--- src/rtl/intack_pkg.sv ---
// Shared types and constants for the interrupt acknowledge sequencer.
// Assumes an 8-lane data bus with active-low byte enables.
package intack_pkg;
    typedef enum logic [1:0] {
        ST_IDLE = 2'd0,
        ST_RD1  = 2'd1,
        ST_RD2  = 2'd2
    } ack_state_t;

    localparam logic [7:0] BE_FIRST = 8'hEF;
    localparam logic [7:0] BE_SECOND = 8'hFE;
    localparam logic [7:0] BE_NONE = 8'hFF;
endpackage

--- src/rtl/intack_sync.sv ---
// Synchronises the request line and qualifies it by pulse width.
// Assumes SYNC_STAGES >= 1 and QUAL_CYCLES >= 2.
module intack_sync #(
    parameter int SYNC_STAGES = 2,
    parameter int QUAL_CYCLES = 2
) (
    input  logic clk,
    input  logic rst_n,
    input  logic req_raw,
    output logic req_sync,
    output logic req_qual
);
    localparam int HIST_W = QUAL_CYCLES - 1;

    logic [SYNC_STAGES-1:0] chain;
    logic [HIST_W-1:0]      hist;

    // Flop chain that brings the raw request into the clock domain.
    generate
        for (genvar i = 0; i < SYNC_STAGES; i++) begin : g_stage
            if (i == 0) begin : g_first
                always_ff @(posedge clk) begin
                    if (!rst_n) chain[0] <= 1'b0;
                    else        chain[0] <= req_raw;
                end
            end else begin : g_rest
                always_ff @(posedge clk) begin
                    if (!rst_n) chain[i] <= 1'b0;
                    else        chain[i] <= chain[i-1];
                end
            end
        end
    endgenerate

    assign req_sync = chain[SYNC_STAGES-1];

    // History of earlier synchronised samples for the width qualifier.
    generate
        if (HIST_W == 1) begin : g_h1
            always_ff @(posedge clk) begin
                if (!rst_n) hist <= '0;
                else        hist <= req_sync;
            end
        end else begin : g_hn
            always_ff @(posedge clk) begin
                if (!rst_n) hist <= '0;
                else        hist <= {hist[HIST_W-2:0], req_sync};
            end
        end
    endgenerate

    // Qualified when the current and all remembered samples are high.
    assign req_qual = req_sync & (&hist);
endmodule

--- src/rtl/intack_fsm.sv ---
// Runs the locked pair of acknowledge reads and decodes the bus outputs.
// Assumes bus_ready is synchronous to clk.
module intack_fsm
    import intack_pkg::*;
#(
    parameter int ADDR_W = 32
) (
    input  logic              clk,
    input  logic              rst_n,
    input  logic              req_qual,
    input  logic              instr_boundary,
    input  logic              int_enable,
    input  logic              bus_ready,
    output logic              done,
    output logic              cyc_dc,
    output logic              cyc_mio,
    output logic              cyc_wr,
    output logic [7:0]        byte_en_n,
    output logic [ADDR_W-1:3] bus_addr,
    output logic              bus_lock,
    output logic              cyc_start
);
    ack_state_t state, state_nx;
    logic       entered;

    // Next-state selection: accept at a boundary, advance on ready.
    always_comb begin
        state_nx = state;
        unique case (state)
            ST_IDLE: if (req_qual && int_enable && instr_boundary) state_nx = ST_RD1;
            ST_RD1:  if (bus_ready) state_nx = ST_RD2;
            ST_RD2:  if (bus_ready) state_nx = ST_IDLE;
            default: state_nx = ST_IDLE;
        endcase
    end

    // State register with synchronous reset to idle.
    always_ff @(posedge clk) begin
        if (!rst_n) state <= ST_IDLE;
        else        state <= state_nx;
    end

    // Marks the first clock of each read.
    always_ff @(posedge clk) begin
        if (!rst_n) entered <= 1'b0;
        else        entered <= (state_nx != state) && (state_nx != ST_IDLE);
    end

    // Bus output decode from the current state.
    always_comb begin
        bus_lock  = (state != ST_IDLE);
        cyc_dc    = !bus_lock;
        cyc_mio   = !bus_lock;
        cyc_wr    = !bus_lock;
        bus_addr  = '0;
        unique case (state)
            ST_RD1:  byte_en_n = BE_FIRST;
            ST_RD2:  byte_en_n = BE_SECOND;
            default: byte_en_n = BE_NONE;
        endcase
    end

    assign cyc_start = entered;
    assign done      = (state == ST_RD2) && bus_ready;
endmodule

--- src/rtl/intack_vec_cap.sv ---
// Captures the vector byte at completion and pulses valid if still requested.
// Assumes done is a single-clock completion strobe.
module intack_vec_cap #(
    parameter int VEC_W = 8
) (
    input  logic             clk,
    input  logic             rst_n,
    input  logic             done,
    input  logic             req_live,
    input  logic [VEC_W-1:0] data_lo,
    output logic             vec_valid,
    output logic [VEC_W-1:0] vec_num
);
    // Vector register, loaded only when the second read completes.
    always_ff @(posedge clk) begin
        if (!rst_n)    vec_num <= '0;
        else if (done) vec_num <= data_lo;
    end

    // Valid pulse, gated by the request still being present.
    always_ff @(posedge clk) begin
        if (!rst_n) vec_valid <= 1'b0;
        else        vec_valid <= done && req_live;
    end
endmodule

--- src/rtl/intack_seq.sv ---
// Top of the interrupt acknowledge sequencer: synchroniser, sequencer, capture.
// Assumes the vector arrives on the lowest byte lane of the data bus.
module intack_seq #(
    parameter int DATA_W      = 64,
    parameter int ADDR_W      = 32,
    parameter int VEC_W       = 8,
    parameter int SYNC_STAGES = 2,
    parameter int QUAL_CYCLES = 2
) (
    input  logic              clk,
    input  logic              rst_n,
    input  logic              intr_req,
    input  logic              instr_boundary,
    input  logic              int_enable,
    input  logic              bus_ready,
    input  logic [DATA_W-1:0] bus_data,
    output logic              cyc_dc,
    output logic              cyc_mio,
    output logic              cyc_wr,
    output logic [7:0]        byte_en_n,
    output logic [ADDR_W-1:3] bus_addr,
    output logic              bus_lock,
    output logic              cyc_start,
    output logic              vec_valid,
    output logic [VEC_W-1:0]  vec_num
);
    logic req_sync, req_qual, done;
    logic unused_hi;

    assign unused_hi = ^bus_data[DATA_W-1:VEC_W];

    intack_sync #(.SYNC_STAGES(SYNC_STAGES), .QUAL_CYCLES(QUAL_CYCLES)) u_sync (
        .clk      (clk),
        .rst_n    (rst_n),
        .req_raw  (intr_req),
        .req_sync (req_sync),
        .req_qual (req_qual)
    );

    intack_fsm #(.ADDR_W(ADDR_W)) u_fsm (
        .clk            (clk),
        .rst_n          (rst_n),
        .req_qual       (req_qual),
        .instr_boundary (instr_boundary),
        .int_enable     (int_enable),
        .bus_ready      (bus_ready),
        .done           (done),
        .cyc_dc         (cyc_dc),
        .cyc_mio        (cyc_mio),
        .cyc_wr         (cyc_wr),
        .byte_en_n      (byte_en_n),
        .bus_addr       (bus_addr),
        .bus_lock       (bus_lock),
        .cyc_start      (cyc_start)
    );

    intack_vec_cap #(.VEC_W(VEC_W)) u_cap (
        .clk       (clk),
        .rst_n     (rst_n),
        .done      (done),
        .req_live  (req_sync),
        .data_lo   (bus_data[VEC_W-1:0]),
        .vec_valid (vec_valid),
        .vec_num   (vec_num)
    );
endmodule

--- config.mk ---
export PLATFORM = sky130hd
export DESIGN_NAME = intack_seq
export DESIGN_NICKNAME = d
export VERILOG_FILES = /design/src/rtl/intack_pkg.sv /design/src/rtl/intack_sync.sv /design/src/rtl/intack_fsm.sv /design/src/rtl/intack_vec_cap.sv /design/src/rtl/intack_seq.sv
export SDC_FILE = /design/constraint.sdc
export NUM_CORES = 1
export LEC_CHECK = 0
export BUFFER_PORTS_ARGS = -buffer_cell sky130_fd_sc_hd__buf_2
export CAP_MARGIN = 0
export CORE_ASPECT_RATIO = 1.25
export CORE_MARGIN = 2
export CORE_UTILIZATION = 27
export DETAILED_ROUTE_END_ITERATION = 16
export GPL_ROUTABILITY_DRIVEN = 0
export PLACE_DENSITY = 0.73
export SLEW_MARGIN = 30
export SYNTH_ARGS = -nofsm -noshare
export SYNTH_HDL_FRONTEND = slang
export SYNTH_HIERARCHICAL = 1
export SYNTH_SLANG_ARGS = --single-unit
--- constraint.sdc ---
create_clock -name clk -period 1.16 [get_ports clk]
set_input_delay 0.058 -clock clk [delete_from_list [all_inputs] [get_ports clk]]
set_output_delay 0.058 -clock clk [all_outputs]
set_load 0.05 [all_outputs]
==> flow_metrics.py <==
metrics = {
    "global_route": {
        "grt_pass1_wl_mm": 2.15,
        "grt_max_degree": 16,
        "antenna_found_initial": 0,
        "grt-ovfl-total": 0,
        "grt_pass1_vias": 516,
        "grt_util_all_layers": 0.0826,
    },
    "clock_network": {
        "cts_buffers": 3,
        "insertion_delay_ns": 0.28,
        "root_buffer": "clkbuf_4",
        "path_clk_slew_ns": 0.09,
        "h-tree-depth": 1,
        "cts_tree": "built",
        "clkSinkCount": 15,
        "cts.path.max_buffers": 2,
    },
    "cells_and_area": {
        "register_area_um2": 303,
        "num_antenna_cells": 0,
        "stdcell_area_um2": 1040,
        "syn_to_final_growth_pct": 23.6,
        "multiInputGateArea_um2": 384,
        "num-fill-cells": 316,
        "drive_gt1_frac": 0.376,
        "fin_nets": 196,
    },
    "power_and_ir_drop": {
        "power.density_nw_per_um2": 1060,
        "total_power_uw": 1110,
        "leakagePower_uw": 0.000509,
        "irDropWorstVdd_v": 0.000430,
    },
    "timing": {
        "slew_violations": 0,
        "hold_viol_final": 0,
        "skew_ns": 0.00425,
        "rsz0062_at_grt": "true",
        "layout_setup_ws_ns": -0.153,
        "post-route-period-util": 1.13,
        "max_freq_mhz": 762,
        "tns_ns": -1.03,
        "fin_crit_ns": 1.31,
        "setup_violations": 13,
    },
    "detailed_routing": {
        "drtIter0Drc": 8,
        "vias": 583,
        "drt_first_pass_iters": 3,
        "ant_nets": 0,
        "drc": 0,
        "routed_wl_mm": 1.42,
        "via_per_inst": 3.62,
        "routedWlPerCell_um": 8.84,
    },
    "placement": {
        "placed_area_um2": 912,
        "dp_hpwl_mm": 1.09,
        "dp_slack_ns": -0.0896,
        "portBuffers": 29,
    },
    "critical_path": {
        "crit_chain": "buf_6 -> or2_4 -> clkinvlp_4 -> buf_8",
        "start_kind": "flip-flop",
        "crit_fanout": 4,
        "worstSetupEndpointType": "output pin",
        "critical_path_required_ns": 1.10,
        "critPathArrivalTime_ns": 1.25,
        "path_class": "reg2out",
        "cp_slowest_cell": "dfxtp_2",
        "slowest_delay_ns": 0.35,
    },
    "floorplanning": {
        "pin_count": 121,
        "initial_utilization": 0.284,
        "die_w_um": 54.0,
        "core_um2": 2970,
        "die_h_um": 66.5,
        "die-area_um2": 3590,
        "fp-row-count": 22,
    },
    "yosys": {
        "syn_area_um2": 843,
        "synthCells": 89,
        "avgSynthCellArea_um2": 9.48,
        "synth_top_cell_area_share": 0.356,
        "ys_ff_latch": 15,
        "ys_types": 18,
        "synth_largest_area_cell": "dfxtp_1",
        "synthTopCellsByArea": "dfxtp_1, buf_4, mux2i_1, nor2b_1, and2_1",
        "ys_seq_area_frac": 0.356,
        "synth_warnings": 6,
    },
    "outcome": {
        "violations": "negative setup slack",
        "outcome": "finished, violations left",
    },
    "worst_hold_path": {
        "hold_class": "in2reg",
    },
    "flow_run": {
        "max-cap-violations": 0,
    },
}
[cell families after synthesis]
logic type      count (synthesis)  synth area share
mux                             8            0.0950
other cells                     2           0.00891
flops                          15             0.356
simple gates                   21             0.165
compound gates                  3            0.0237
buf+inv                        40             0.352
[worst paths after layout]
check,from,cells past startpoint,slack (ns),end
worst min-delay path,bus_data[4],3,0.03,u_cap/vec_num[4]
worst max register to register,u_fsm/state[1],5,-0.06,u_cap/vec_num[5]
worst min register to register,u_sync/chain[0],1,0.44,u_sync/req_sync
worst max-delay path,u_fsm/state[0],4,-0.15,cyc_dc
[cell usage in the layout (no fill, tap or decap), types with 2 or more instances in the layout]
cell            n
nand3b_1        2
conb_1         35
and2_1          4
nor2b_1         8
buf_2          24
dfxtp_2         2
buf_8           4
o22ai_1         2
dfxtp_1        13
mux2i_1         8
dlygate4sd3_1   2
buf_6           5
clkbuf_4        3
buf_4           2
[cells in the mapped netlist (all sizes together)]
cell and count:
buf 38, dfxtp 15, mux2i 8, nor2b 8
and2 4, conb 2, inv 2, nand3b 2
o22ai 2, or2b 2, a21boi 1, and3 1
nand4 1, nor2 1, or2 1, or3b 1
[cell type report]
type / instances / area share
Sequential cell: 15 / 0.291
Timing Repair Buffer: 37 / 0.261
Inverter: 2 / 0.0108
Tap cell: 36 / 0.0432
Clock inverter: 1 / 0.00480
Multi-Input combinational cell: 67 / 0.369
Clock buffer: 3 / 0.0216
[flip-flops by register name (all words and copies together), names as in the netlist]
name,cells
u_sync/chain,1
u_fsm/state,2
u_sync/hist,1
u_cap/vec_valid,1
u_sync/req_sync,1
u_cap/vec_num,8
u_fsm/cyc_start,1
[worst max-delay path: cells and delay by family, from the launching register on]
kind                   cells  cell delay, ns
flip-flops                 1            0.35
AND/OR/NAND/NOR            1            0.24
buffers and inverters      3            0.38
[metal layers]
layer,share of wire,track usage
met5,0,0
met4,0,0.0281
met2,0.53,0.137
met3,0.12,0.0336
met1,0.35,0.0934
[metrics by stage]
step                 util  hold WS, ns  cells
floorplan               -        0.152    122
global placement    0.307        0.278    153
detailed placement  0.307        0.285    153
CTS                 0.348       0.0194    161
global route        0.351       0.0399    161
finish              0.351       0.0294    161
[repair_timing]
| item | 4_1_cts | 5_1_grt |
|---|---|---|
| endpoints found under the hold margin | 2 | 0 |
| buffers inserted | 2 | 0 |
| resized for setup | 18 | 2 |
| setup endpoints to repair | 13 | 14 |
| pin swaps | 2 | 0 |
| hold buffers | 2 | 0 |
[where the power goes]
group | total [uW] | switching [uW] | internal (uW)
sequential | 520 | 1.31 | 519
clock | 296 | 168 | 128
combinational | 294 | 265 | 28.3
total | 1110 | 435 | 675
Note: power is estimated with default switching activity, not from simulation.
